==> config.mk <==
export PLATFORM = sky130hd
export DESIGN_NAME = eth_enable_seq
export DESIGN_NICKNAME = d
export VERILOG_FILES = /design/src/rtl/eth_enable_seq_pkg.sv /design/src/rtl/eth_enable_seq_fsm.sv /design/src/rtl/eth_enable_seq_regs.sv /design/src/rtl/eth_enable_seq.sv
export SDC_FILE = /design/constraint.sdc
export NUM_CORES = 1
export LEC_CHECK = 0
export BUFFER_PORTS_ARGS = -buffer_cell sky130_fd_sc_hd__buf_2
export CAP_MARGIN = 20
export CORE_MARGIN = 2
export CORE_UTILIZATION = 45
export CTS_CLUSTER_SIZE = 8
export DETAILED_ROUTE_END_ITERATION = 10
export GPL_ROUTABILITY_DRIVEN = 0
export PLACE_DENSITY = 0.68
export SKIP_CTS_REPAIR_TIMING = 1
export SLEW_MARGIN = 0
export SYNTH_ARGS = -nofsm -noshare
export SYNTH_HDL_FRONTEND = slang
export SYNTH_SLANG_ARGS = --single-unit
==> constraint.sdc <==
create_clock -name clk -period 5 [get_ports clk]
set_input_delay 1 -clock clk [delete_from_list [all_inputs] [get_ports clk]]
set_output_delay 1 -clock clk [all_outputs]
set_load 0.02 [all_outputs]
==> src/rtl/eth_enable_seq_pkg.sv <==
package eth_enable_seq_pkg;

  localparam int unsigned MAP_AW = 3;

  localparam logic [MAP_AW-1:0] A_CTRL  = 3'd0;
  localparam logic [MAP_AW-1:0] A_EVT   = 3'd1;
  localparam logic [MAP_AW-1:0] A_MASK  = 3'd2;
  localparam logic [MAP_AW-1:0] A_TXCFG = 3'd3;
  localparam logic [MAP_AW-1:0] A_RXCFG = 3'd4;
  localparam logic [MAP_AW-1:0] A_RXRDY = 3'd5;
  localparam logic [MAP_AW-1:0] A_TXRDY = 3'd6;

  typedef enum logic [1:0] {
    S_OFF   = 2'd0,
    S_RUN   = 2'd1,
    S_DRAIN = 2'd2,
    S_HALT  = 2'd3
  } seq_state_t;

endpackage

==> src/rtl/eth_enable_seq_fsm.sv <==
module eth_enable_seq_fsm
  import eth_enable_seq_pkg::*;
(
  input  logic clk,
  input  logic rst_n,
  input  logic en_rise_i,
  input  logic en_fall_i,
  input  logic tx_busy_i,
  output logic stop_o,
  output logic bad_crc_o,
  output logic halted_o
);

  seq_state_t state_q, state_d;
  logic       crc_q, crc_d;

  always_comb begin
    state_d = state_q;
    unique case (state_q)
      S_OFF:   if (en_rise_i) state_d = S_RUN;
      S_RUN:   if (en_fall_i) state_d = tx_busy_i ? S_DRAIN : S_HALT;
      S_DRAIN: if (en_rise_i) state_d = S_RUN;
               else if (!tx_busy_i) state_d = S_HALT;
      S_HALT:  if (en_rise_i) state_d = S_RUN;
      default: state_d = S_OFF;
    endcase
  end

  assign crc_d = (state_q == S_RUN) && en_fall_i && tx_busy_i;

  always_ff @(posedge clk or negedge rst_n) begin
    if (!rst_n) begin
      state_q <= S_OFF;
      crc_q   <= 1'b0;
    end else begin
      state_q <= state_d;
      crc_q   <= crc_d;
    end
  end

  assign stop_o    = (state_q == S_DRAIN) || (state_q == S_HALT);
  assign halted_o  = (state_q == S_OFF)   || (state_q == S_HALT);
  assign bad_crc_o = crc_q;

  // the bad-check request lasts one cycle
  p_crc_pulse_r6: assert property (@(posedge clk) disable iff (!rst_n)
    bad_crc_o |=> !bad_crc_o);

  // the pulse only occurs while draining, with the stop asserted
  p_crc_in_drain_r6: assert property (@(posedge clk) disable iff (!rst_n)
    bad_crc_o |-> (stop_o && !halted_o));

  // draining persists only while the transmitter was busy
  p_drain_busy_r6: assert property (@(posedge clk) disable iff (!rst_n)
    (stop_o && !halted_o) |-> $past(tx_busy_i));

endmodule

==> src/rtl/eth_enable_seq_regs.sv <==
module eth_enable_seq_regs
  import eth_enable_seq_pkg::*;
#(
  parameter int unsigned DATA_W = 32,
  parameter int unsigned ADDR_W = 3
) (
  input  logic              clk,
  input  logic              rst_n,
  input  logic [ADDR_W-1:0] addr_i,
  input  logic [DATA_W-1:0] wdata_i,
  input  logic              we_i,
  input  logic [DATA_W-1:0] evt_i,
  input  logic              halted_i,
  output logic [DATA_W-1:0] rdata_o,
  output logic              en_o,
  output logic              en_rise_o,
  output logic              en_fall_o,
  output logic              irq_o
);

  localparam logic [ADDR_W-1:0] AD_CTRL  = ADDR_W'(A_CTRL);
  localparam logic [ADDR_W-1:0] AD_EVT   = ADDR_W'(A_EVT);
  localparam logic [ADDR_W-1:0] AD_MASK  = ADDR_W'(A_MASK);
  localparam logic [ADDR_W-1:0] AD_TXCFG = ADDR_W'(A_TXCFG);
  localparam logic [ADDR_W-1:0] AD_RXCFG = ADDR_W'(A_RXCFG);
  localparam logic [ADDR_W-1:0] AD_RXRDY = ADDR_W'(A_RXRDY);
  localparam logic [ADDR_W-1:0] AD_TXRDY = ADDR_W'(A_TXRDY);

  logic              en_q, en_d;
  logic [DATA_W-1:0] evt_q, evt_d, mask_q, txcfg_q, rxcfg_q;
  logic              rxrdy_q, rxrdy_d, txrdy_q, txrdy_d;
  logic              irq_q, irq_d;
  logic              wr_ctrl, wr_mask, wr_txcfg, wr_rxcfg, wr_evt;

  assign wr_ctrl  = we_i && (addr_i == AD_CTRL);
  assign wr_evt   = we_i && (addr_i == AD_EVT);
  assign wr_mask  = we_i && (addr_i == AD_MASK);
  assign wr_txcfg = we_i && (addr_i == AD_TXCFG);
  assign wr_rxcfg = we_i && (addr_i == AD_RXCFG);

  always_comb begin
    en_d      = wr_ctrl ? wdata_i[0] : en_q;
    en_rise_o = !en_q && en_d;
    en_fall_o = en_q && !en_d;
    evt_d     = (wr_evt ? (evt_q & ~wdata_i) : evt_q) | evt_i;
    rxrdy_d   = rxrdy_q;
    txrdy_d   = txrdy_q;
    if (en_q && we_i && addr_i == AD_RXRDY) rxrdy_d = wdata_i[0];
    if (en_q && we_i && addr_i == AD_TXRDY) txrdy_d = wdata_i[0];
    if (en_fall_o) begin
      rxrdy_d = 1'b0;
      txrdy_d = 1'b0;
    end
    irq_d = |(evt_q & mask_q);
  end

  always_ff @(posedge clk or negedge rst_n) begin
    if (!rst_n) begin
      en_q    <= 1'b0;
      evt_q   <= '0;
      mask_q  <= '0;
      txcfg_q <= '0;
      rxcfg_q <= '0;
      rxrdy_q <= 1'b0;
      txrdy_q <= 1'b0;
      irq_q   <= 1'b0;
    end else begin
      en_q    <= en_d;
      evt_q   <= evt_d;
      rxrdy_q <= rxrdy_d;
      txrdy_q <= txrdy_d;
      irq_q   <= irq_d;
      if (wr_mask)  mask_q  <= wdata_i;
      if (wr_txcfg) txcfg_q <= wdata_i;
      if (wr_rxcfg) rxcfg_q <= wdata_i;
    end
  end

  always_comb begin
    rdata_o = '0;
    unique case (addr_i)
      AD_CTRL:  rdata_o[1:0] = {halted_i, en_q};
      AD_EVT:   rdata_o = evt_q;
      AD_MASK:  rdata_o = mask_q;
      AD_TXCFG: rdata_o = txcfg_q;
      AD_RXCFG: rdata_o = rxcfg_q;
      AD_RXRDY: rdata_o[0] = rxrdy_q;
      AD_TXRDY: rdata_o[0] = txrdy_q;
      default:  rdata_o = '0;
    endcase
  end

  assign en_o  = en_q;
  assign irq_o = irq_q;

  // flags stay clear while disabled
  p_flags_off_r5: assert property (@(posedge clk) disable iff (!rst_n)
    !en_q |-> (!rxrdy_q && !txrdy_q));

  // a disable edge keeps the configuration words
  p_cfg_keep_r8: assert property (@(posedge clk) disable iff (!rst_n)
    $fell(en_q) |-> ($stable(txcfg_q) && $stable(rxcfg_q) && $stable(mask_q)));

  // interrupt follows the masked events one cycle later
  p_irq_lag_r4: assert property (@(posedge clk) disable iff (!rst_n)
    irq_o == $past(|(evt_q & mask_q)));

endmodule

==> src/rtl/eth_enable_seq.sv <==
module eth_enable_seq
  import eth_enable_seq_pkg::*;
#(
  parameter int unsigned DATA_W = 32,
  parameter int unsigned ADDR_W = 3
) (
  input  logic              clk,
  input  logic              rst_n,
  input  logic [ADDR_W-1:0] bus_addr,
  input  logic [DATA_W-1:0] bus_wdata,
  input  logic              bus_we,
  output logic [DATA_W-1:0] bus_rdata,
  input  logic [DATA_W-1:0] evt_i,
  input  logic              tx_busy_i,
  output logic              irq_o,
  output logic              tx_abort_o,
  output logic              rx_abort_o,
  output logic              dma_stop_o,
  output logic              desc_halt_o,
  output logic              bad_crc_o
);

  logic en, en_rise, en_fall, halted, stop;

  eth_enable_seq_regs #(.DATA_W(DATA_W), .ADDR_W(ADDR_W)) u_regs (
    .clk       (clk),
    .rst_n     (rst_n),
    .addr_i    (bus_addr),
    .wdata_i   (bus_wdata),
    .we_i      (bus_we),
    .evt_i     (evt_i),
    .halted_i  (halted),
    .rdata_o   (bus_rdata),
    .en_o      (en),
    .en_rise_o (en_rise),
    .en_fall_o (en_fall),
    .irq_o     (irq_o)
  );

  eth_enable_seq_fsm u_fsm (
    .clk       (clk),
    .rst_n     (rst_n),
    .en_rise_i (en_rise),
    .en_fall_i (en_fall),
    .tx_busy_i (tx_busy_i),
    .stop_o    (stop),
    .bad_crc_o (bad_crc_o),
    .halted_o  (halted)
  );

  assign tx_abort_o  = stop;
  assign rx_abort_o  = stop;
  assign dma_stop_o  = stop;
  assign desc_halt_o = stop;

  // run-enable and halted are never reported together
  p_en_not_halted_r9: assert property (@(posedge clk) disable iff (!rst_n)
    en |-> (!halted && !tx_abort_o));

endmodule

# [Word level (Yosys, flattened, before mapping)]
# Index checks and enable logic that the tools add are counted.
[word_totals] reg_bits=135 input_bits=71 elab_cells=64
[op_classes] n_eq_ne=12 muxes=15 bitwise=4 n_reduce_logical=23
[ops] operator="30-bit one-hot mux with 4 select lines" count=1
[ops] operator="32-bit AND" count=2
[ops] operator="32-bit two-way mux" count=1
[ops] operator="32-bit inverter" count=1
[ops] operator="32-bit OR" count=1
[ops] operator="32-bit OR reduction" count=1
[ops] operator="1-bit logical AND" count=12
[ops] operator="3-bit equality test, second input constant" count=3
[ops] operator="2-bit two-way mux" count=4
[ops] operator="1-bit one-hot mux with 7 select lines" count=1
[ops] operator="3-bit by 2-bit equality test with 1-bit output, second input constant" count=2
[ops] operator="1-bit two-way mux" count=6
[ops] operator="2-bit one-hot mux with 3 select lines" count=1
[ops] operator="1-bit one-hot mux with 5 select lines" count=1
[ops] operator="2-bit equality test, second input constant" count=2
[ops] operator="2-bit by 1-bit inequality test with 1-bit output, second input constant" count=2
[ops] operator="2-bit nonzero test" count=2
[ops] operator="3-bit by 1-bit equality test with 1-bit output, second input constant" count=1
[ops] operator="3-bit zero test" count=1
[ops] operator="3-bit inequality test, second input constant" count=1
[ops] operator="3-bit AND reduction" count=1
[ops] operator="2-bit by 1-bit equality test with 1-bit output, second input constant" count=1
[ops] operator="1-bit zero test" count=2
[ops] operator="2-bit zero test" count=1
[ops] operator="other kinds (2)" count=3

# [Logic depth before layout (Yosys ltp)]
# Gate-level depths: netlist of run 1.
[depth] depth_word=7 ltp_mapped=7 mapped_depth_nobuf=5

# [By module]
# A second synthesis of run 1 with hierarchy kept.
[hier_totals] cells_unflattened=499 hier_area_um2=6132.1
[modules_own_cells] module="eth_enable_seq_regs" instances=1 area_each_um2=5900.7 cells_per_inst=475 seq_area_each_um2=3303.2
[modules_own_cells] module="eth_enable_seq_fsm" instances=1 area_each_um2=209.0 cells_per_inst=21 seq_area_each_um2=75.1
[modules_own_cells] module="eth_enable_seq" instances=1 area_each_um2=22.5 cells_per_inst=3 seq_area_each_um2=0.0

# [Least setup slack after synthesis of run 1]
# No wires, ideal clock.
[synth_timing] kind="input-to-output" start="input bus_addr[2]" end="output bus_rdata[18]" path_stages=7 setup_slack_ps=1806 arrival_ps=2194 path_cell_list="buf_2 inv_2 and3_1 clkbuf_2 clkbuf_1 a22o_1 a221o_1"
[synth_via] elab_chain_cells=2 elab_cells_between_ends=5
[synth_lines] item="start, declared" line_no="eth_enable_seq.sv:9" source="input logic [ADDR_W-1:0] bus_addr,"
[synth_lines] item="3-bit equality test, or another cell as far along" line_no="eth_enable_seq_regs.sv:81" source="unique case (addr_i)"
[synth_lines] item="30-bit one-hot mux with 4 select lines (*)" line_no="eth_enable_seq_regs.sv:81"
[synth_lines] item="end, declared" line_no="eth_enable_seq.sv:12" source="output logic [DATA_W-1:0] bus_rdata,"
# Mark *: on every way between the ends. The rest lies on a longest branch, timed or not.

# [Worst setup path after layout of run 1]
[layout_timing] start="input bus_addr[0]" end="output bus_rdata[26]"
# Same word-level chain as after synthesis.

==> results.json, run 1 <==
{
  "outcome": "completed",
  "critPathMostFrequentCell": "buf_2",
  "setup_viol": 0,
  "p_comb_frac": 0.155,
  "grt_pass1_wl_um": 24600,
  "p_sw_uw": 792,
  "clk_latency_ns": 0.41,
  "rows": 42,
  "tightest_slew_ns": 1.02,
  "yosys_most_used_dff": "dfrtp_1",
  "netlist_area_um2": 6110,
  "max_freq_mhz": 269,
  "cp_cell_sequence": "buf_2 -> and3_1 -> buf_4 -> a22o_1 -> a221o_1 -> buf_2",
  "wire_per_inst_um": 20.5,
  "port_buffers": 108,
  "maxCapViolCount": 0,
  "grt_usage": 0.221,
  "first_pass_iters": 5,
  "vias": 4318,
  "drc": 0,
  "rsz0062_at_grt": "false",
  "cts_tree": "done",
  "fp.dieArea_um2": 14500,
  "die-height_um": 120,
  "grt_pass1_vias": 4537,
  "htree_levels": 4,
  "critPathCaptureType": "output pin",
  "synth_compound_area_frac": 0.167,
  "overflow": 0,
  "p_int_mw": 2.20,
  "final_common_cell": "dfrtp_1",
  "p_sw_frac": 0.264,
  "fin_area_um2": 7300,
  "fp.coreArea_um2": 13200,
  "start_util": 0.461,
  "start_kind": "input port",
  "ys.warnings.count": 0,
  "yosys.cell_types.count": 37,
  "pwr-share-seq": 0.467,
  "antenna_found_initial": 2,
  "crit_path_max_incr_delay_ns": 0.61,
  "path_class": "in -> out",
  "synth_top_family_by_area": "multiplexers",
  "ys_ff_latch": 135,
  "synth_edf_count": 0,
  "critPathMaxFanout": 19,
  "cts.clk_slew.worst_paths_ns": 0.05,
  "post-dp-hpwl_um": 9870,
  "synthSimpleGateAreaFrac": 0.0523,
  "totalWireLength_um": 15300,
  "area_growth_pct": 19.5,
  "cp.required_ns": 4.00,
  "relSlewSlack": 0.318,
  "cts_buffers": 17,
  "synth_cells": 462,
  "clkPwrFrac": 0.379,
  "die_w_um": 120,
  "synthAdderAreaFrac": 0.00615,
  "finalCritPeriodShare": 0.744,
  "cts.sinks": 135,
  "drt_iter0_markers": 290,
  "hold_viol_final": 0,
  "maxSlewViolCount": 0,
  "io_pins": 109,
  "fin_setup_tns_ns": 0,
  "layout.nets": 635,
  "slowest_stage": "and3_1",
  "peakVddDrop_uv": 237,
  "p_per_area_nw_per_um2": 410,
  "drive_above_1_share": 0.267,
  "fill_cells": 1176,
  "muxShareOfSynthArea": 0.189,
  "yosysSeqAreaShare": 0.553,
  "syn-num-nets": 536,
  "clk_path_buf_depth": 2,
  "arrival_ns": 2.72,
  "hp-class": "reg -> reg",
  "root_buffer": "clkbuf_16",
  "vias_per_cell": 5.77,
  "final_antenna_net_count": 0,
  "period_needed_ns": 3.72,
  "final_cell_mix": "135 x dfrtp_1, 107 x buf_2, 97 x mux2_1",
  "synth_xor_xnor_area_share": 0,
  "dpl_cell_area_um2": 6760,
  "p_leak_nw": 3.21,
  "antenna-diode-count": 0,
  "synthArstFlopShare": 1.00,
  "finalClockSkew_ns": 0.00376,
  "grt_max_degree": 100,
  "synth_area_per_cell_um2": 13.2
}
[worst paths after layout]
| kind | from | end | slack, ns | depth (start not counted) |
|---|---|---|---|---|
| setup / recovery | bus_addr[0] | bus_rdata[26] | 1.28 | 6 |
| hold reg to reg | u_regs.rxcfg_q[17]$_DFFE_PN0P_ | u_regs.rxcfg_q[17]$_DFFE_PN0P_ | 0.48 | 1 |
| max in group asynchronous | rst_n | u_regs.evt_q[0]$_DFF_PN0_ | 3.23 | 2 |
| min in group asynchronous | rst_n | u_fsm.state_q[1]$_DFFE_PN0P_ | 0.66 | 1 |
| hold / removal | u_regs.rxcfg_q[17]$_DFFE_PN0P_ | u_regs.rxcfg_q[17]$_DFFE_PN0P_ | 0.48 | 1 |
| setup reg to reg | u_regs.evt_q[21]$_DFF_PN0_ | u_regs.irq_o$_DFF_PN0_ | 3.57 | 3 |
[kinds of logic (layout without fill, tap and decap cells)]
kind of cell,Yosys count,count (layout)
fa+ha+maj,3,3
simple gates,62,62
flops,135,135
compound gates,122,122
buf+inv,38,148
mux,102,102
[registers in the layout, indices dropped and copies added, names as in the netlist]
name             count
u_fsm.bad_crc_o      1
u_regs.txcfg_q      32
u_regs.mask_q       32
u_regs.rxcfg_q      32
u_regs.irq_o         1
u_regs.evt_q        32
u_regs.rxrdy_q       1
u_regs.txrdy_q       1
u_fsm.state_q        2
u_regs.en_o          1
[through the flow]
step                hold WS (ns)  power (mW)  worst slack [ns]  std cells  utilization
global route               0.502        3.13              1.16        748        0.551
finish                     0.485        3.00              1.28        748        0.551
floorplan                  0.457        1.69              1.81        462            -
CTS                        0.488        3.02              1.28        748        0.551
detailed placement         0.477        1.88              1.31        718        0.510
global placement           0.468        1.85              1.35        718        0.510
[layout make-up]
| type | count | area, um2 | share of cell area |
|---|---|---|---|
| inverter | 4 | 15.0 | 0.00206 |
| sequential | 135 | 3380 | 0.463 |
| clock inverter | 3 | 15.0 | 0.00206 |
| tap | 176 | 220 | 0.0302 |
| clock buffer | 27 | 523 | 0.0717 |
| timing repair buffer | 114 | 592 | 0.0811 |
| multi-input combinational | 289 | 2550 | 0.350 |
[cells in the mapped netlist (2+ instances only)]
cell type / instances / share of area
a21o_1: 32 / 0.039
a21oi_1: 4 / 0.0033
a221o_1: 30 / 0.049
a22o_1: 31 / 0.044
a22oi_1: 16 / 0.020
and2_1: 3 / 0.0031
buf_2: 11 / 0.0090
buf_4: 10 / 0.012
clkbuf_1: 12 / 0.0074
dfrtp_1: 135 / 0.55
ha_1: 3 / 0.0061
inv_1: 3 / 0.0018
mux2_1: 97 / 0.18
mux2i_1: 4 / 0.0066
nand2_1: 35 / 0.022
nand2b_1: 2 / 0.0020
nand4_1: 4 / 0.0041
nor2_1: 5 / 0.0031
nor3_2: 2 / 0.0033
nor3b_1: 4 / 0.0049
o21ai_1: 2 / 0.0016
or4_1: 2 / 0.0025
[power by group through the flow]
stage	registers, mW	clock network [mW]	logic (mW)
final	1.40	1.13	0.463
after global routing	1.42	1.21	0.510
after CTS	1.40	1.16	0.471
after detailed placement	1.41	0	0.467
after global placement	1.40	0	0.450
after floorplan	1.37	0	0.324
[critical path, delay by kind of cell]
kind / cells / cell delay [ns]
buffers and inverters: 3 / 0.80
AOI/OAI and AO/OA: 2 / 0.29
and+or+nand+nor: 1 / 0.61
[per-layer routing]
layer | up-vias | routed length [um] | share of wire | track usage
li1 | 1936 | - | - | -
met5 | - | 13 | 0.00085 | 0
met4 | 2 | 136 | 0.0089 | 0.0698
met1 | 2219 | 6940 | 0.45 | 0.309
met2 | 148 | 7340 | 0.48 | 0.347
met3 | 13 | 867 | 0.057 | 0.0491
No activity file was read; power rests on OpenSTA's default activity.
==> run 2, diff against run 1 <==
clock period = 3.7 ns   (was 5 ns; I/O delays follow)
==> run 2 against run 1 <==
  * Non-clock buffer count up 4
  * Global-route usage down 0.40 points
  * Routed wire length down 2.1%
  * Clock skew up 0.0053 ns
  * Final cell count up 0.80%
  * Sequential share of layout area down 0.17 points
  * Core utilization up 0.20 points
  * Count of clock-buffer cells in the layout down 1
  * Power up 32%
  * Critical endpoint is now bus_rdata[21]
  * Highest routed layer unchanged
==> results.json, run 2 (synthesis results as in run 1) <==
{
  "relSlewSlack": 0.504,
  "path_class": "in -> out",
  "final_common_cell": "dfrtp_1",
  "first_pass_iters": 5,
  "p_sw_mw": 1.06,
  "drive_above_1_share": 0.267,
  "endpoint": "bus_rdata[21]",
  "reg2reg_from": "u_regs.evt_q[21]$_DFF_PN0_",
  "root_buffer": "clkbuf_16",
  "totalWireLength_um": 15000,
  "die_w_um": 120,
  "drt_iter0_markers": 202,
  "rows": 42,
  "cts_tree": "done",
  "antenna_found_initial": 2,
  "hold_viol_final": 0,
  "fill_cells": 1135,
  "utilization": 0.553,
  "met3RoutedLength_um": 951,
  "peakVddDrop_uv": 287,
  "highest_layer": "met5",
  "p_leak_nw": 3.22,
  "setup_viol": 0,
  "finalClockSkew_ns": 0.00903,
  "cp_cell_sequence": "buf_2 -> inv_2 -> and3_1 -> buf_4 -> a22o_1 -> a221o_1 -> buf_2",
  "crit_path_max_incr_delay_ns": 0.29,
  "clk_latency_ns": 0.42,
  "cp.required_ns": 2.96,
  "clkPwrFrac": 0.363,
  "rr_worst_depth": 3,
  "cts.clk_slew.worst_paths_ns": 0.05,
  "wire_per_inst_um": 19.9,
  "fin_total_pwr_mw": 3.95,
  "rsz0062_at_grt": "false",
  "dpl_cell_area_um2": 6830,
  "critPathMaxFanout": 31,
  "io_pins": 109,
  "routedLengthMet1_um": 6600,
  "hold_ws_ns": 0.350,
  "hp-class": "in -> async",
  "htree_levels": 4,
  "arrival_ns": 2.16,
  "period_needed_ns": 2.90,
  "clk_path_buf_depth": 2,
  "vias_per_cell": 5.75,
  "tightest_slew_ns": 0.743,
  "die-height_um": 120,
  "p_sw_frac": 0.268,
  "fp.dieArea_um2": 14500,
  "p_int_mw": 2.89,
  "p_comb_frac": 0.160,
  "layout.nets": 639,
  "maxSlewViolCount": 0,
  "outcome": "completed",
  "met2_length_um": 7230,
  "post-dp-hpwl_um": 9700,
  "grt_pass1_wl_um": 23900,
  "fin_area_um2": 7320,
  "r2r_slack_ns": 2.24,
  "slowest_stage": "a221o_1",
  "port_buffers": 108,
  "max_freq_mhz": 345,
  "reg2reg_to": "u_regs.irq_o$_DFF_PN0_",
  "grt_pass1_vias": 4519,
  "worstSetupStartpoint": "bus_addr[2]",
  "vias": 4332,
  "cts.sinks": 135,
  "critPathMostFrequentCell": "buf_2",
  "grt_max_degree": 81,
  "cts_buffers": 17,
  "critPathCaptureType": "output pin",
  "p_per_area_nw_per_um2": 539,
  "fp.coreArea_um2": 13200,
  "area_growth_pct": 19.9,
  "pwr-share-seq": 0.477,
  "start_kind": "input port",
  "final_cell_mix": "135 x dfrtp_1, 107 x buf_2, 97 x mux2_1",
  "final_antenna_net_count": 0,
  "maxCapViolCount": 0,
  "overflow": 0,
  "fin_setup_tns_ns": 0,
  "drc": 0,
  "finalCritPeriodShare": 0.784,
  "start_util": 0.461,
  "grt_usage": 0.217
}
[run 2: changes by cell type in the layout (fill, tap and decap cells not counted), sizes merged]
cell	before	now
diode	0	1
clkbuf	27	26
buf	114	118
clkinv	3	5
[run 2: how the worst min path moves through the flow]
| stage | start | to | slack, ns | cells after the start |
|---|---|---|---|---|
| floorplan | rst_n | u_fsm.bad_crc_o$_DFF_PN0_ | 0.44 | 0 |
| finish | rst_n | u_fsm.state_q[0]$_DFFE_PN0P_ | 0.35 | 1 |
| detailed placement | u_regs.rxcfg_q[31]$_DFFE_PN0P_ | u_regs.rxcfg_q[31]$_DFFE_PN0P_ | 0.48 | 1 |
| global route | rst_n | u_fsm.bad_crc_o$_DFF_PN0_ | 0.42 | 1 |
| CTS | rst_n | u_fsm.state_q[0]$_DFFE_PN0P_ | 0.38 | 1 |
| global placement | u_regs.rxcfg_q[27]$_DFFE_PN0P_ | u_regs.rxcfg_q[27]$_DFFE_PN0P_ | 0.47 | 1 |
[run 2: metrics by stage]
stage          worst slack [ns]  cells
4_1_cts                   0.795    753
2_1_floorplan              1.03    462
5_1_grt                   0.669    753
3_5_place_dp              0.810    722
6_report                  0.801    754
3_3_place_gp              0.822    722
[run 2: layer usage]
metal / GRT usage / vias up
met3: 0.0712 / 17
met1: 0.278 / 2217
met2: 0.350 / 143
li1: - / 1953
met4: 0.0719 / 2
met5: 0 / -
[run 2: layout make-up]
class / count / area [um2] / area share
sequential: 135 / 3380 / 0.461
inverter: 4 / 15.0 / 0.00205
tap: 176 / 220 / 0.0301
clock inverter: 5 / 25.0 / 0.00342
timing repair buffer: 118 / 659 / 0.0900
multi-input combinational: 289 / 2550 / 0.349
antenna: 1 / 2.50 / 0.000342
clock buffer: 26 / 469 / 0.0641
[run 2: power by group through the flow]
| stage | sequential, mW | clock, mW | combinational [mW] |
|---|---|---|---|
| floorplan | 1.85 | 0 | 0.437 |
| global placement | 1.89 | 0 | 0.614 |
| global route | 1.91 | 1.54 | 0.695 |
| detailed placement | 1.90 | 0 | 0.637 |
| finish | 1.88 | 1.44 | 0.630 |
| CTS | 1.88 | 1.46 | 0.641 |
[run 2: worst max-delay path, delay by kind of cell]
kind	cells	cell delay [ns]
AND/OR/NAND/NOR	1	0.15
buffers and inverters	4	0.74
AO/OA/AOI/OAI	2	0.52
==> run 3, diff against run 2 <==
ABC_AREA = 1   (was not set)
PLACE_DENSITY = 0.67   (was 0.68)
clock period = 2.98 ns   (was 3.7 ns; I/O delays follow)
==> run 3 against run 2 <==
  * Setup slack lost 0.31 ns
  * Sequential power rose by 22%
  * Flip-flop and latch count unchanged
  * Clock skew decreased by 0.0040 ns
  * Global-route usage grew 0.092 points
  * Clock power increased by 35%
  * Count of clock-buffer cells in the layout is 2 higher
  * Power is 32% higher
  * Non-clock buffer count up 4
  * Register-to-register slack worse by 0.48 ns
  * Die area is 2.4% higher
  * Critical path type unchanged
==> results.json, run 3 <==
{
  "cp.required_ns": 2.38,
  "start_util": 0.456,
  "yosys.area.top_type": "dfrtp_1",
  "port_buffers": 108,
  "ys_ff_latch": 135,
  "synthArstFlopShare": 1.00,
  "clkPwrFrac": 0.373,
  "yosys.cell_types.count": 25,
  "relSlewSlack": 0.553,
  "yosys_most_used_dff": "dfrtp_1",
  "final_cell_mix": "266 x nand2_1, 135 x dfrtp_1, 107 x buf_2",
  "vias_per_cell": 5.12,
  "grt_pass1_vias": 4909,
  "first_pass_iters": 5,
  "root_buffer": "clkbuf_16",
  "synth_top_cell_area_share": 0.540,
  "outcome": "completed",
  "path_class": "in -> out",
  "overflow": 0,
  "synth_edf_count": 0,
  "maxCapViolCount": 0,
  "critPathMaxFanout": 14,
  "final_antenna_net_count": 0,
  "cts.sinks": 135,
  "post-dp-hpwl_um": 10400,
  "drc": 0,
  "hold_ws_ns": 0.177,
  "wire_per_inst_um": 14.7,
  "peakVddDrop_uv": 415,
  "syn-num-nets": 814,
  "p_sw_frac": 0.286,
  "ys.warnings.count": 0,
  "clk_path_buf_depth": 2,
  "layout.nets": 919,
  "grt_max_degree": 70,
  "setup_viol": 0,
  "cts_tree": "done",
  "critPathCaptureType": "output pin",
  "fp.coreArea_um2": 13700,
  "p_int_mw": 3.72,
  "synth_area_leaders": "dfrtp_1 54%, nand2_1 16%, o21ai_1 7.8%",
  "fin_setup_tns_ns": 0,
  "final_common_cell": "nand2_1",
  "period_needed_ns": 2.49,
  "max_freq_mhz": 401,
  "fp.dieArea_um2": 14900,
  "clk_latency_ns": 0.42,
  "antenna_found_initial": 0,
  "p_sw_mw": 1.49,
  "tightest_slew_ns": 0.671,
  "synth_common_cells": "266 x nand2_1, 135 x dfrtp_1, 97 x o21ai_1",
  "grt_usage": 0.218,
  "htree_levels": 4,
  "p_per_area_nw_per_um2": 695,
  "grt_pass1_wl_um": 24800,
  "area_growth_pct": 19.9,
  "die_w_um": 122,
  "antenna-diode-count": 0,
  "arrival_ns": 1.90,
  "pwr-share-seq": 0.442,
  "maxSlewViolCount": 0,
  "totalWireLength_um": 15200,
  "yosysSeqAreaShare": 0.540,
  "die-height_um": 122,
  "io_pins": 109,
  "start_kind": "input port",
  "cts.clk_slew.worst_paths_ns": 0.05,
  "p_comb_frac": 0.185,
  "drive_above_1_share": 0.218,
  "p_leak_nw": 3.81,
  "rsz0062_at_grt": "false",
  "synth_area_per_cell_um2": 8.45,
  "synth_cells": 740,
  "hold_viol_final": 0,
  "synthMostInstantiatedCell": "nand2_1",
  "finalClockSkew_ns": 0.00505,
  "rows": 43,
  "netlist_area_um2": 6250,
  "drt_iter0_markers": 477,
  "finalCritPeriodShare": 0.836,
  "cts_buffers": 17,
  "hp-class": "in -> async",
  "vias": 5310
}
run 3: changes by cell type after synthesis, sizes merged, moves of 9 or more:
| cell | delta |
|---|---|
| clkbuf | -10 |
| o21bai | +9 |
| a221o | -30 |
| o21ai | +121 |
| inv | +74 |
| nand2 | +236 |
| o2111ai | +9 |
| nand4 | +27 |
| mux2 | -97 |
| a22oi | -17 |
| a22o | -19 |
| buf | +12 |
| a21o | -32 |
| nor2 | +17 |
run 3: path summary, 6_finish.rpt:
check                      slack [ns]                       endpoint  cells past startpoint                          start
max in group asynchronous        2.07  u_regs.mask_q[20]$_DFFE_PN0P_                      2                          rst_n
hold reg to reg                  0.49  u_regs.rxcfg_q[3]$_DFFE_PN0P_                      2  u_regs.rxcfg_q[3]$_DFFE_PN0P_
min in group clk                 0.36     u_regs.evt_q[28]$_DFF_PN0_                      3                      evt_i[28]
hold / removal                   0.18     u_regs.evt_q[12]$_DFF_PN0_                      1                          rst_n
setup reg to reg                 1.76         u_regs.irq_o$_DFF_PN0_                      5     u_regs.evt_q[16]$_DFF_PN0_
setup / recovery                 0.49                  bus_rdata[18]                      9                    bus_addr[1]
run 3: cells by family after synthesis:
group | share of synthesized area
compound gates | 0.154
fa+ha+maj | 0.00600
buf+inv | 0.0796
flops | 0.540
simple gates | 0.220
run 3: final cells by class:
cell class                      instances  area (um2)
Timing Repair Buffer                  122         677
Inverter                               78         295
Sequential cell                       135        3380
Clock buffer                           28         507
Fill cell                            1307        6220
Multi-Input combinational cell        491        2380
Tap cell                              180         225
Clock inverter                          3        40.0
run 3: routing by layer:
layer / track usage / vias up / share of wire
li1: - / 2627 / -
met1: 0.304 / 2510 / 0.45
met2: 0.340 / 160 / 0.48
met3: 0.0552 / 13 / 0.059
met4: 0.0647 / 0 / 0.0093
met5: 0 / - / 0
run 3: stage by stage:
stage          std cells  setup WS, ns  cell area, um2  total power [mW]  utilization
2_1_floorplan        740         0.947            6250              2.99            -
3_3_place_gp        1006         0.528            6950              3.28        0.507
3_5_place_dp        1006         0.491            6950              3.30        0.507
4_1_cts             1037         0.490            7500              5.26        0.547
5_1_grt             1037         0.397            7500              5.50        0.547
6_report            1037         0.489            7500              5.21        0.547
run 3: critical path, cell delays in order:
cell	delay, ns
buf_2	0.14
inv_2	0.03
nor2_1	0.12
nand2_1	0.08
inv_2	0.24
buf_4	0.29
nand2_1	0.08
o2111ai_1	0.10
buf_2	0.21
run 3: power groups by stage:
stage          Sequential [mW]  Clock [mW]  Combinational (mW)
3_5_place_dp              2.33           0               0.973
3_3_place_gp              2.33           0               0.948
4_1_cts                   2.30        1.98               0.977
2_1_floorplan             2.28           0               0.712
5_1_grt                   2.34        2.07                1.09
6_report                  2.30        1.95               0.962
